### config.mk
export PLATFORM = sky130hd
export DESIGN_NAME = irq_cause_mask_ctrl
export DESIGN_NICKNAME = d
export VERILOG_FILES = /design/src/rtl/irq_ctrl_pkg.sv /design/src/rtl/irq_reg_decode.sv /design/src/rtl/irq_cause_bank.sv /design/src/rtl/irq_mask_reg.sv /design/src/rtl/irq_lowest_enc.sv /design/src/rtl/irq_cause_mask_ctrl.sv
export SDC_FILE = /design/constraint.sdc
export NUM_CORES = 1
export LEC_CHECK = 0
export BUFFER_PORTS_ARGS = -buffer_cell sky130_fd_sc_hd__buf_4
export CORE_AREA = 5 5 83 85
export CTS_BUF_LIST = sky130_fd_sc_hd__clkbuf_2 sky130_fd_sc_hd__clkbuf_4 sky130_fd_sc_hd__clkbuf_8
export CTS_CLUSTER_DIAMETER = 200
export CTS_CLUSTER_SIZE = 30
export DETAILED_ROUTE_END_ITERATION = 8
export DIE_AREA = 0 0 88 90
export PLACE_DENSITY = 0.86
export SLEW_MARGIN = 20
export SYNTH_ARGS = -nofsm -noshare
export SYNTH_HDL_FRONTEND = slang
export SYNTH_SLANG_ARGS = --single-unit
### constraint.sdc
create_clock -name clk -period 3.46 [get_ports clk]
set_input_delay 0.173 -clock clk [delete_from_list [all_inputs] [get_ports clk]]
set_output_delay 0.173 -clock clk [all_outputs]
set_load 0.005 [all_outputs]
### src/rtl/irq_ctrl_pkg.sv
package irq_ctrl_pkg;

  // Register targeted by a bus access
  typedef enum logic [1:0] {
    REG_CAUSE = 2'd0,
    REG_MASK  = 2'd1,
    REG_NONE  = 2'd2
  } reg_sel_e;

endpackage

### src/rtl/irq_reg_decode.sv
module irq_reg_decode
  import irq_ctrl_pkg::*;
#(
  parameter int ADDR_W    = 4,
  parameter int CAUSE_OFS = 0,
  parameter int MASK_OFS  = 4
) (
  input  logic [ADDR_W-1:0] addr,
  input  logic              wr_en,
  output reg_sel_e          sel,
  output logic              cause_wr,
  output logic              mask_wr
);

  localparam logic [ADDR_W-1:0] CauseAddr = ADDR_W'(CAUSE_OFS);
  localparam logic [ADDR_W-1:0] MaskAddr  = ADDR_W'(MASK_OFS);

  always_comb begin
    if (addr == CauseAddr)     sel = REG_CAUSE;
    else if (addr == MaskAddr) sel = REG_MASK;
    else                       sel = REG_NONE;
  end

  assign cause_wr = wr_en && (sel == REG_CAUSE);
  assign mask_wr  = wr_en && (sel == REG_MASK);

endmodule

### src/rtl/irq_cause_bank.sv
module irq_cause_bank #(
  parameter int NUM_SRC = 32
) (
  input  logic               clk,
  input  logic               rst_n,
  input  logic [NUM_SRC-1:0] src,
  input  logic               clr_wr,
  input  logic [NUM_SRC-1:0] clr_bits,
  output logic [NUM_SRC-1:0] cause
);

  // One capture flop per source: a set from the line beats a clear from software
  for (genvar g = 0; g < NUM_SRC; g++) begin : g_bit
    logic clr_this;
    assign clr_this = clr_wr && clr_bits[g];

    always_ff @(posedge clk or negedge rst_n) begin
      if (!rst_n)        cause[g] <= 1'b0;
      else if (src[g])   cause[g] <= 1'b1;
      else if (clr_this) cause[g] <= 1'b0;
    end
  end

endmodule

### src/rtl/irq_mask_reg.sv
module irq_mask_reg #(
  parameter int NUM_SRC = 32
) (
  input  logic               clk,
  input  logic               rst_n,
  input  logic               wr,
  input  logic [NUM_SRC-1:0] wdata,
  output logic [NUM_SRC-1:0] mask
);

  always_ff @(posedge clk or negedge rst_n) begin
    if (!rst_n)  mask <= '0;
    else if (wr) mask <= wdata;
  end

endmodule

### src/rtl/irq_lowest_enc.sv
module irq_lowest_enc #(
  parameter int NUM_SRC = 32,
  parameter int IDX_W   = $clog2(NUM_SRC)
) (
  input  logic [NUM_SRC-1:0] req,
  output logic [IDX_W-1:0]   idx,
  output logic               valid
);

  // Scan from the top so the lowest set bit is the last one written
  always_comb begin
    idx = '0;
    for (int i = NUM_SRC - 1; i >= 0; i--) begin
      if (req[i]) idx = IDX_W'(i);
    end
  end

  assign valid = |req;

endmodule

### src/rtl/irq_cause_mask_ctrl.sv
module irq_cause_mask_ctrl
  import irq_ctrl_pkg::*;
#(
  parameter int NUM_SRC   = 32,
  parameter int ADDR_W    = 4,
  parameter int CAUSE_OFS = 0,
  parameter int MASK_OFS  = 4,
  localparam int IDX_W    = $clog2(NUM_SRC)
) (
  input  logic               clk,
  input  logic               rst_n,
  input  logic [NUM_SRC-1:0] src_i,
  input  logic               reg_wr_en,
  input  logic [ADDR_W-1:0]  reg_addr,
  input  logic [NUM_SRC-1:0] reg_wdata,
  output logic [NUM_SRC-1:0] reg_rdata,
  output logic               irq_o,
  output logic [IDX_W-1:0]   sel_idx_o,
  output logic               sel_valid_o
);

  reg_sel_e           acc_sel;
  logic               cause_wr;
  logic               mask_wr;
  logic [NUM_SRC-1:0] cause_q;
  logic [NUM_SRC-1:0] mask_q;
  logic [NUM_SRC-1:0] pending;

  irq_reg_decode #(
    .ADDR_W(ADDR_W), .CAUSE_OFS(CAUSE_OFS), .MASK_OFS(MASK_OFS)
  ) u_dec (
    .addr(reg_addr), .wr_en(reg_wr_en), .sel(acc_sel),
    .cause_wr(cause_wr), .mask_wr(mask_wr)
  );

  irq_cause_bank #(.NUM_SRC(NUM_SRC)) u_cause (
    .clk(clk), .rst_n(rst_n), .src(src_i),
    .clr_wr(cause_wr), .clr_bits(reg_wdata), .cause(cause_q)
  );

  irq_mask_reg #(.NUM_SRC(NUM_SRC)) u_mask (
    .clk(clk), .rst_n(rst_n), .wr(mask_wr),
    .wdata(reg_wdata), .mask(mask_q)
  );

  assign pending = cause_q & mask_q;

  irq_lowest_enc #(.NUM_SRC(NUM_SRC), .IDX_W(IDX_W)) u_enc (
    .req(pending), .idx(sel_idx_o), .valid(sel_valid_o)
  );

  // Combined request, one register stage toward the parent
  always_ff @(posedge clk or negedge rst_n) begin
    if (!rst_n) irq_o <= 1'b0;
    else        irq_o <= |pending;
  end

  always_comb begin
    unique case (acc_sel)
      REG_CAUSE: reg_rdata = cause_q;
      REG_MASK:  reg_rdata = mask_q;
      default:   reg_rdata = '0;
    endcase
  end

endmodule

==> results.cfg, run 1 <==
[status]
status = finished, violations left
violations = negative hold slack

[floorplan]
start_util_pct = 52.9
fp.dieW_um = 88
core_area_sq_um = 6130
num_rows = 29
io_pins = 110
die_area_sq_um = 7920
die_h_um = 90

[clocking]
cts_root_buf = clkbuf_8
cts_num_sinks = 65
path_clk_slew_ns = 0.07
clk_latency_ns = 0.35
cts_max_path_buffers = 2
h-tree-depth = 3
post_cts_buffers = 0
cts_made_buffers = 9
cts_tree = done

[timing]
finalSetupTns_ns = 0
rsz0062_at_grt = false
timing.hold.ws_ns = -0.000839
finalSetupViolations = 0
relSlewSlack_pct = 46.0
min_period_ns = 2.22
hold_violations = 1
clock_skew_ns = 0.00512
period_share_pct = 64.0
tightest_slew_ns = 0.810
drv_slew = 0
fmax_mhz = 451

[worst_setup_path]
worstPathRequired_ns = 3.29
r2r_start = u_cause.cause[25]
r2r-end = irq_o
path_delay_family = compound AO/OA/AOI/OAI gates
ff2ff_setup_slack_ns = 1.88
cp_data_arrival_time_ns = 2.04
startpoint_type = register
path_buf_inv = 1
path_class = reg -> out
cp_slowest_cell = dfrtp_1
crit_fanout = 5
crit_chain = a22o_1 > a311o_1 > a21oi_1 > o21bai_1 > a21boi_0 > buf_4
cp_slowest_stage_delay_ns = 0.42
r2r_cells = 5
worstSetupEndpointType = output port

[route]
post_drt_wl_per_cell_um = 17.4
postRouteAntennaNets = 0
vias = 2892
routed_via_density = 5.78
wl_mm = 8.70
drc = 0
drt-initial-drc-count = 153
dr.pass1.iters = 5

[placed_design]
port_buffers = 109
place_congestion = 0.777
dpl.cell_count = 473
dp_hpwl_mm = 6.21

[synth]
ys_seq_elements = 65
syn_avg_cell_area_sq_um = 10.9
synth_top_family_by_area = compound AO/OA/AOI/OAI gates
synth_top_cell_by_area = dfrtp_1
synth_top_area_share_pct = 50.1
synth-async-reset-ratio_pct = 100
yosysSeqAreaShare_pct = 50.1
synth_compound_area_share_pct = 24.1
ys_types = 34
synth.top_cells.by_count = 65 x dfrtp_1, 64 x nand2_1, 36 x a22o_1
synth_simple_gate_area_share_pct = 12.6
yosysMostFrequentCell = dfrtp_1
synth_xor_area_share_pct = 0
synth_area_sq_um = 3240
syn_nets = 368
synth.area.mux_share_pct = 11.1
synth_edf_count = 0
syn-instance-count = 297
netlist_top_cells_area = dfrtp_1 50%, mux2_1 10%, a22o_1 9.7%
ys.flop_type = dfrtp_1
synthAdderAreaFrac_pct = 0
yosysWarnings = 0

[worst_hold_path]
min_from = src_i[1]
min_path_cells = 2
hp-class = in -> reg
min_to = u_cause.cause[1]

[global_routing]
grt_usage_pct = 22.6
overflow = 0
grt_pass1_wl_mm = 13.9
grt_max_degree = 66
grt_pass1_vias = 2969
antenna_found_initial = 0

[pwr]
p_leak_nw = 1.94
p_sw_share_pct = 30.3
internal_power_mw = 1.34
seqPwrFrac_pct = 48.7
irDropWorstVdd_v = 0.000298
powerDensity_nw_per_um2 = 439
switchingPower_mw = 0.585
pwr-share-comb_pct = 24.3
power_mw = 1.93
pwr-share-clk_pct = 27.0

[layout]
final_nets = 491
diodes = 0
drive_gt1_share_pct = 31.0
areaGrowthSynthToFinish_pct = 35.5
instances_no_fill = 500
final_util_pct = 71.7

[job]
maxCapViolCount = 0
[flip-flops by register name, summed over array words and instances, names as in the netlist]
register       cells
u_mask.mask       32
u_cause.cause     32
irq_o              1
[per-stage QoR]
step,setup slack [ns],cell area [sq um]
detailed placement,1.29,4120
CTS,1.24,4370
global route,1.11,4400
floorplan,1.94,3240
global placement,1.34,4120
finish,1.24,4400
[cell families (layout without fill, tap and decap cells)]
family | Yosys count | in the layout
muxes | 32 | 32
AOI/OAI and AO/OA | 98 | 98
buffers and inverters | 13 | 139
and+or+nand+nor | 89 | 89
DFF | 65 | 65
[cell type report]
class / instances / area, sq um
clock buffers: 9 / 124
fillers: 449 / 1740
well taps: 77 / 96.3
clock inverters: 5 / 25.0
repair buffers: 125 / 971
multi-input cells: 219 / 1550
flip-flops and latches: 65 / 1630
[placed cells by master, fill, tap and decap left out, types with 4 or more instances in the layout]
cell,n
a32o_1,4
and2_1,4
nand4_1,4
a21oi_1,4
a21o_1,33
nand2_1,64
nand3_1,5
nor2_1,6
buf_4,112
a22o_1,36
clkinv_2,5
a22oi_1,4
dfrtp_1,65
mux2_1,30
dlygate4sd3_1,13
clkbuf_8,9
[what timing repair did]
item / 4_1_cts / 5_1_grt
resized for setup: 0 / 0
hold buffers: 10 / 3
hold endpoints to repair: 74 / 3
endpoints found under the setup margin: 0 / 0
[worst max-delay path by stage]
| stage | startpoint | to | slack [ns] | depth (start not counted) |
|---|---|---|---|---|
| after floorplan | u_cause.cause[27] | sel_idx_o[2] | 1.94 | 5 |
| after global placement | reg_addr[1] | u_cause.cause[7] | 1.34 | 7 |
| after detailed placement | reg_addr[1] | u_cause.cause[31] | 1.29 | 7 |
| after CTS | u_cause.cause[27] | sel_idx_o[2] | 1.24 | 6 |
| after global routing | u_cause.cause[27] | sel_idx_o[0] | 1.11 | 6 |
| final | u_cause.cause[27] | sel_idx_o[2] | 1.24 | 6 |
[power by group through the flow]
stage | combinational [mW] | sequential [mW] | clock (mW)
after floorplan | 0.268 | 0.929 | 0
after global placement | 0.442 | 0.944 | 0
after detailed placement | 0.456 | 0.951 | 0
after CTS | 0.469 | 0.938 | 0.526
after global routing | 0.520 | 0.953 | 0.553
final | 0.469 | 0.940 | 0.520
[layer usage]
layer	track usage [%]	share of wire [%]
met5	0	0
met1	27.7	40
met4	10.1	2.8
met2	37.2	50
met3	5.48	7.2
[worst register-to-register path, stage by stage, from the launching register on]
cell and delay [ns]:
dfrtp_1 0.42, a22o_1 0.29, nor2_1 0.11, nand4_1 0.13
nor3b_1 0.33, nand4_1 0.16
Note: power is estimated with default switching activity, not from simulation.
==> run 2: changes to the inputs <==
Settings changed: CORE_AREA 5 5 83 85 to 5 5 90 92, DIE_AREA 0 0 88 90 to 0 0 95 97, PLACE_DENSITY 0.86 to 0.77.
Clock period 3.46 ns to 2 ns, I/O delays scaled along.
==> run 2 against run 1 <==
Compared with the run above: clock skew grew 0.0022 ns; routed wire length is 14% higher; total power up 84%; core utilization down 0.87 points; highest routed layer unchanged; sequential power is 73% higher; via count increased by 9.1%; die area is 16% higher; clock power rose by 85%; global-route usage down 0.99 points; non-clock buffer count is 61 higher; first-iteration DRC count grew 16%; final cell count rose by 17%; the flow now finishes without violations.
==> results.cfg, run 2 (synthesized netlist as in run 1, its figures left out) <==
[status]
status = complete, no violations

[timing]
min_period_ns = 2.00
tightest_slew_ns = 0.826
period_share_pct = 99.8
rsz0062_at_grt = true
relSlewSlack_pct = 44.9
drv_slew = 0
finalSetupViolations = 0
clock_skew_ns = 0.00727
hold_violations = 0
timing.hold.ws_ns = 0.0118
fmax_mhz = 501
setup_ws_ns = 0.00412
finalSetupTns_ns = 0

[floorplan]
die_h_um = 97
die_area_sq_um = 9220
start_util_pct = 45.5
num_rows = 31
fp.dieW_um = 95
core_area_sq_um = 7140
io_pins = 110

[layout]
drive_gt1_share_pct = 31.5
final_nets = 552
diodes = 0
layout_common_cells = 125 x buf_4, 65 x dfrtp_1, 63 x nand2_1
areaGrowthSynthToFinish_pct = 55.8
top_regs = u_cause.cause: 32 flops, u_mask.mask: 32 flops, irq_o: 1 flops
final_common_cell = buf_4
n_fill_cell = 558

[worst_setup_path]
worstSetupEndpointType = output port
path_delay_family = compound AO/OA/AOI/OAI gates
worstPathRequired_ns = 1.90
path_class = reg -> out
worst_path_most_repeated_cell = a21oi_1
r2r_start = u_mask.mask[27]
crit_chain = a22oi_2 > a21oi_1 > o21ai_0 > a21oi_1 > o32ai_2 > buf_4
startpoint_type = register
setup.worst_path.start = u_cause.cause[29]
cp_data_arrival_time_ns = 1.90
path_buf_inv = 1
cp_slowest_cell = dfrtp_1
crit_fanout = 3
cp_slowest_stage_delay_ns = 0.41

[clocking]
path_clk_slew_ns = 0.06
clk_latency_ns = 0.33
cts_tree = done
cts_num_sinks = 65
cts_root_buf = clkbuf_8
h-tree-depth = 3
cts_max_path_buffers = 2
cts_made_buffers = 9

[placed_design]
place_congestion = 0.839
port_buffers = 109
dp_hpwl_mm = 6.71
preCtsSetupSlack_ns = 0.278

[route]
vias = 3155
drc = 0
routed_via_density = 5.40
dr.pass1.iters = 4
post_drt_wl_per_cell_um = 17.0
wl_mm = 9.96
postRouteAntennaNets = 0
drt-initial-drc-count = 178

[global_routing]
overflow = 0
grt_pass1_vias = 3264
grt_pass1_wl_mm = 15.8
grt_max_degree = 66
grt_usage_pct = 21.6
antenna_found_initial = 0

[pwr]
powerDensity_nw_per_um2 = 702
internal_power_mw = 2.48
power_mw = 3.55
switchingPower_mw = 1.07
pwr-share-comb_pct = 27.1
p_leak_nw = 2.21
irDropWorstVdd_v = 0.000561
p_sw_share_pct = 30.2
pwr-share-clk_pct = 27.1
seqPwrFrac_pct = 45.8

[worst_hold_path]
hp-class = in -> reg
min_from = reg_wdata[27]

[job]
maxCapViolCount = 0
==> run 2: stage by stage <==
stage | instance area [sq um] | instances | utilization, %
floorplan | 3240 | 297 | -
global placement | 4170 | 499 | 58.5
detailed placement | 4170 | 499 | 58.5
CTS | 4950 | 574 | 69.4
global route | 5050 | 584 | 70.8
finish | 5050 | 584 | 70.8
==> run 2: repair_timing <==
| item | 4_1_cts | 5_1_grt |
|---|---|---|
| hold buffers | 60 | 1 |
| setup endpoints to repair | 3 | 5 |
| gates cloned | 0 | 0 |
| pin swaps | 4 | 7 |
| gates resized for setup | 4 | 6 |
| setup buffers | 0 | 9 |
| endpoints found under the hold margin | 124 | 1 |
==> run 2: worst paths after layout <==
path                                     end  slack [ns]  cells past startpoint
setup reg to reg                       irq_o        0.47                      5
min in group asynchronous  u_cause.cause[25]        0.40                      2
hold / removal               u_mask.mask[27]        0.01                      2
hold reg to reg            u_cause.cause[18]        0.51                      1
setup / recovery                sel_idx_o[1]       0.004                      6
max in group asynchronous  u_cause.cause[27]        1.04                      2
==> run 2: power groups by stage <==
stage	clock, mW	combinational, mW	sequential, mW
CTS	0.976	0.910	1.62
finish	0.962	0.962	1.63
detailed placement	0	0.804	1.65
global placement	0	0.792	1.63
global route	1.04	1.05	1.65
floorplan	0	0.463	1.61
==> run 2: area by class of cell <==
| type | instances | area (sq um) | share of cell area, % |
|---|---|---|---|
| clock buffer | 11 | 145 | 2.87 |
| clock inverter | 4 | 20.0 | 0.396 |
| multi-input combinational | 219 | 1590 | 31.4 |
| sequential | 65 | 1630 | 32.2 |
| tap | 99 | 124 | 2.45 |
| timing repair buffer | 186 | 1550 | 30.7 |
==> run 2: layer usage <==
metal	track usage [%]	part of all wire, %	vias to the layer above
met5	0	0	-
met4	7.21	2.2	0
met3	6.13	6.4	19
met2	35.6	50	118
met1	27.1	41	1535
li1	-	-	1483
==> run 2: worst reg2reg max path, cell delays in order, from the launching register on <==
cell,delay [ns]
dfrtp_1,0.42
a22o_1,0.28
nor2_1,0.11
nand4_1,0.13
nor3b_2,0.24
nand4_1,0.19
==> run 3: changes to the inputs <==
Settings changed: REMOVE_ABC_BUFFERS set to 1.
==> run 3 against run 2 <==
Compared with the run above: the run now ends with negative setup slack left; combinational power is 1% higher; core utilization increased by 0.70 points; first-iteration DRC count is 37% lower; clock power up 16%; total power increased by 4.9%; largest cell class unchanged.
==> results.cfg, run 3 (synthesized netlist as in run 1, its figures left out) <==
[pwr]
irDropWorstVdd_v = 0.000323
pwr-share-clk_pct = 30.1
seqPwrFrac_pct = 43.7
powerDensity_nw_per_um2 = 729
p_sw_share_pct = 29.1
switchingPower_mw = 1.08
power_mw = 3.72
p_leak_nw = 2.22
pwr-share-comb_pct = 26.2
internal_power_mw = 2.64

[route]
postRouteAntennaNets = 0
vias = 3186
post_drt_wl_per_cell_um = 17.5
drc = 0
wl_mm = 10.2
maxUsedRoutingLayer = met4
detailroute.wirelength.met2_mm = 5.22
routed_via_density = 5.46
wl_met3_um = 740
dr.pass1.iters = 4
drt-initial-drc-count = 113
drt-met1-wl_mm = 4.01

[worst_setup_path]
path_class = reg -> out
worstPathRequired_ns = 1.90
cp_data_arrival_time_ns = 1.95
setup.worst_path.start = u_cause.cause[27]
crit_chain = a22o_1 > a311o_1 > a21oi_1 > o21bai_1 > a21boi_1 > buf_4
cp_slowest_cell = dfrtp_1
cp_slowest_stage_delay_ns = 0.40
r2r_start = u_cause.cause[21]
worstSetupEndpointType = output port
r2r_cells = 4
crit_fanout = 4
startpoint_type = register

[placed_design]
dp_hpwl_mm = 6.62
place_area_sq_um = 4170
dpl.cell_count = 498
place_congestion = 0.940
port_buffers = 109

[clocking]
path_clk_slew_ns = 0.07
cts_max_path_buffers = 2
cts_num_sinks = 65
h-tree-depth = 3
cts_root_buf = clkbuf_8
clk_latency_ns = 0.33
cts_made_buffers = 9
cts_tree = done

[status]
violations = negative setup slack
status = finished, violations left

[floorplan]
io_pins = 110
die_area_sq_um = 9220
num_rows = 31
fp.dieW_um = 95
die_h_um = 97
start_util_pct = 45.5
core_area_sq_um = 7140

[layout]
n_fill_cell = 538
postLayoutCellArea_sq_um = 5100
final_nets = 551
areaGrowthSynthToFinish_pct = 57.3
seq_area_sq_um = 1630
layout_common_cells = 120 x buf_4, 65 x dlygate4sd3_1, 65 x dfrtp_1
top_regs = u_cause.cause: 32 flops, u_mask.mask: 32 flops, irq_o: 1 flops
drive_gt1_share_pct = 30.8
multiInputGateArea_sq_um = 1600
instances_no_fill = 583
diodes = 0
final_common_cell = buf_4
final_util_pct = 71.5

[timing]
drv_slew = 0
rsz0062_at_grt = true
period_share_pct = 103
fmax_mhz = 488
hold_violations = 0
clock_skew_ns = 0.00568
relSlewSlack_pct = 45.7
tightest_slew_ns = 0.814
finalSetupViolations = 1
min_period_ns = 2.05
setup_ws_ns = -0.0511

[job]
maxCapViolCount = 0

[global_routing]
grt_pass1_vias = 3398
grt_pass1_wl_mm = 16.4
grt_max_degree = 66
antenna_found_initial = 0
overflow = 0
grt_usage_pct = 22.6

[worst_hold_path]
hp-class = in -> async
[run 3: cell count changes in the layout (fill, tap and decap cells not counted), sizes merged]
cell / before / now
dlygate4sd3: 61 / 65
clkbuf: 11 / 12
buf: 125 / 120
bufinv: 0 / 1
clkinv: 4 / 2
[run 3: per-stage QoR]
step,TNS [ns],setup slack [ns],hold WS [ns]
after floorplan,-21.25,-0.397,-0.196
after global placement,0,0.270,0.242
after detailed placement,0,0.287,0.241
after CTS,-0.000858,-0.000858,0.00192
after global routing,-0.229,-0.120,0.441
final,-0.0511,-0.0511,0.406
[run 3: path summary, 6_finish.rpt]
path | end | slack, ns
worst max register to register | irq_o | 0.53
worst min register to register | u_cause.cause[3] | 0.51
max in group asynchronous | u_cause.cause[10] | 1.05
min in group clk | u_cause.cause[3] | 0.44
worst min-delay path | u_mask.mask[23] | 0.41
worst max-delay path | sel_idx_o[2] | -0.05
[run 3: what timing repair did]
item                                    CTS  global route
gates resized for setup                   3            10
pin swaps                                 3             4
cloned                                    0             0
buffers inserted                          1             4
hold buffers                             64             1
endpoints found under the hold margin   128             1
endpoints found under the setup margin    3             5
[run 3: area by class of cell]
class / count / area share (%)
Sequential cell: 65 / 31.9
Multi-Input combinational cell: 219 / 31.4
Timing Repair Buffer: 185 / 30.4
Tap cell: 99 / 2.43
Clock buffer: 12 / 3.11
Clock inverter: 3 / 0.785
[run 3: critical path: cells and delay by family, from the launching register on]
| kind | cells | cell delay, ns |
|---|---|---|
| flops | 1 | 0.40 |
| compound gates | 5 | 1.07 |
| buf+inv | 1 | 0.15 |
[run 3: layer usage]
metal	vias up	track usage (%)
met5	-	0
li1	1472	-
met1	1556	28.3
met4	0	8.88
met3	23	4.65
met2	135	37.8
[run 3: power groups by stage]
stage | Combinational, mW | Clock (mW) | Sequential (mW)
finish | 0.976 | 1.12 | 1.63
detailed placement | 0.810 | 0 | 1.65
CTS | 0.924 | 1.15 | 1.62
floorplan | 0.460 | 0 | 1.61
global placement | 0.802 | 0 | 1.63
global route | 1.07 | 1.21 | 1.65
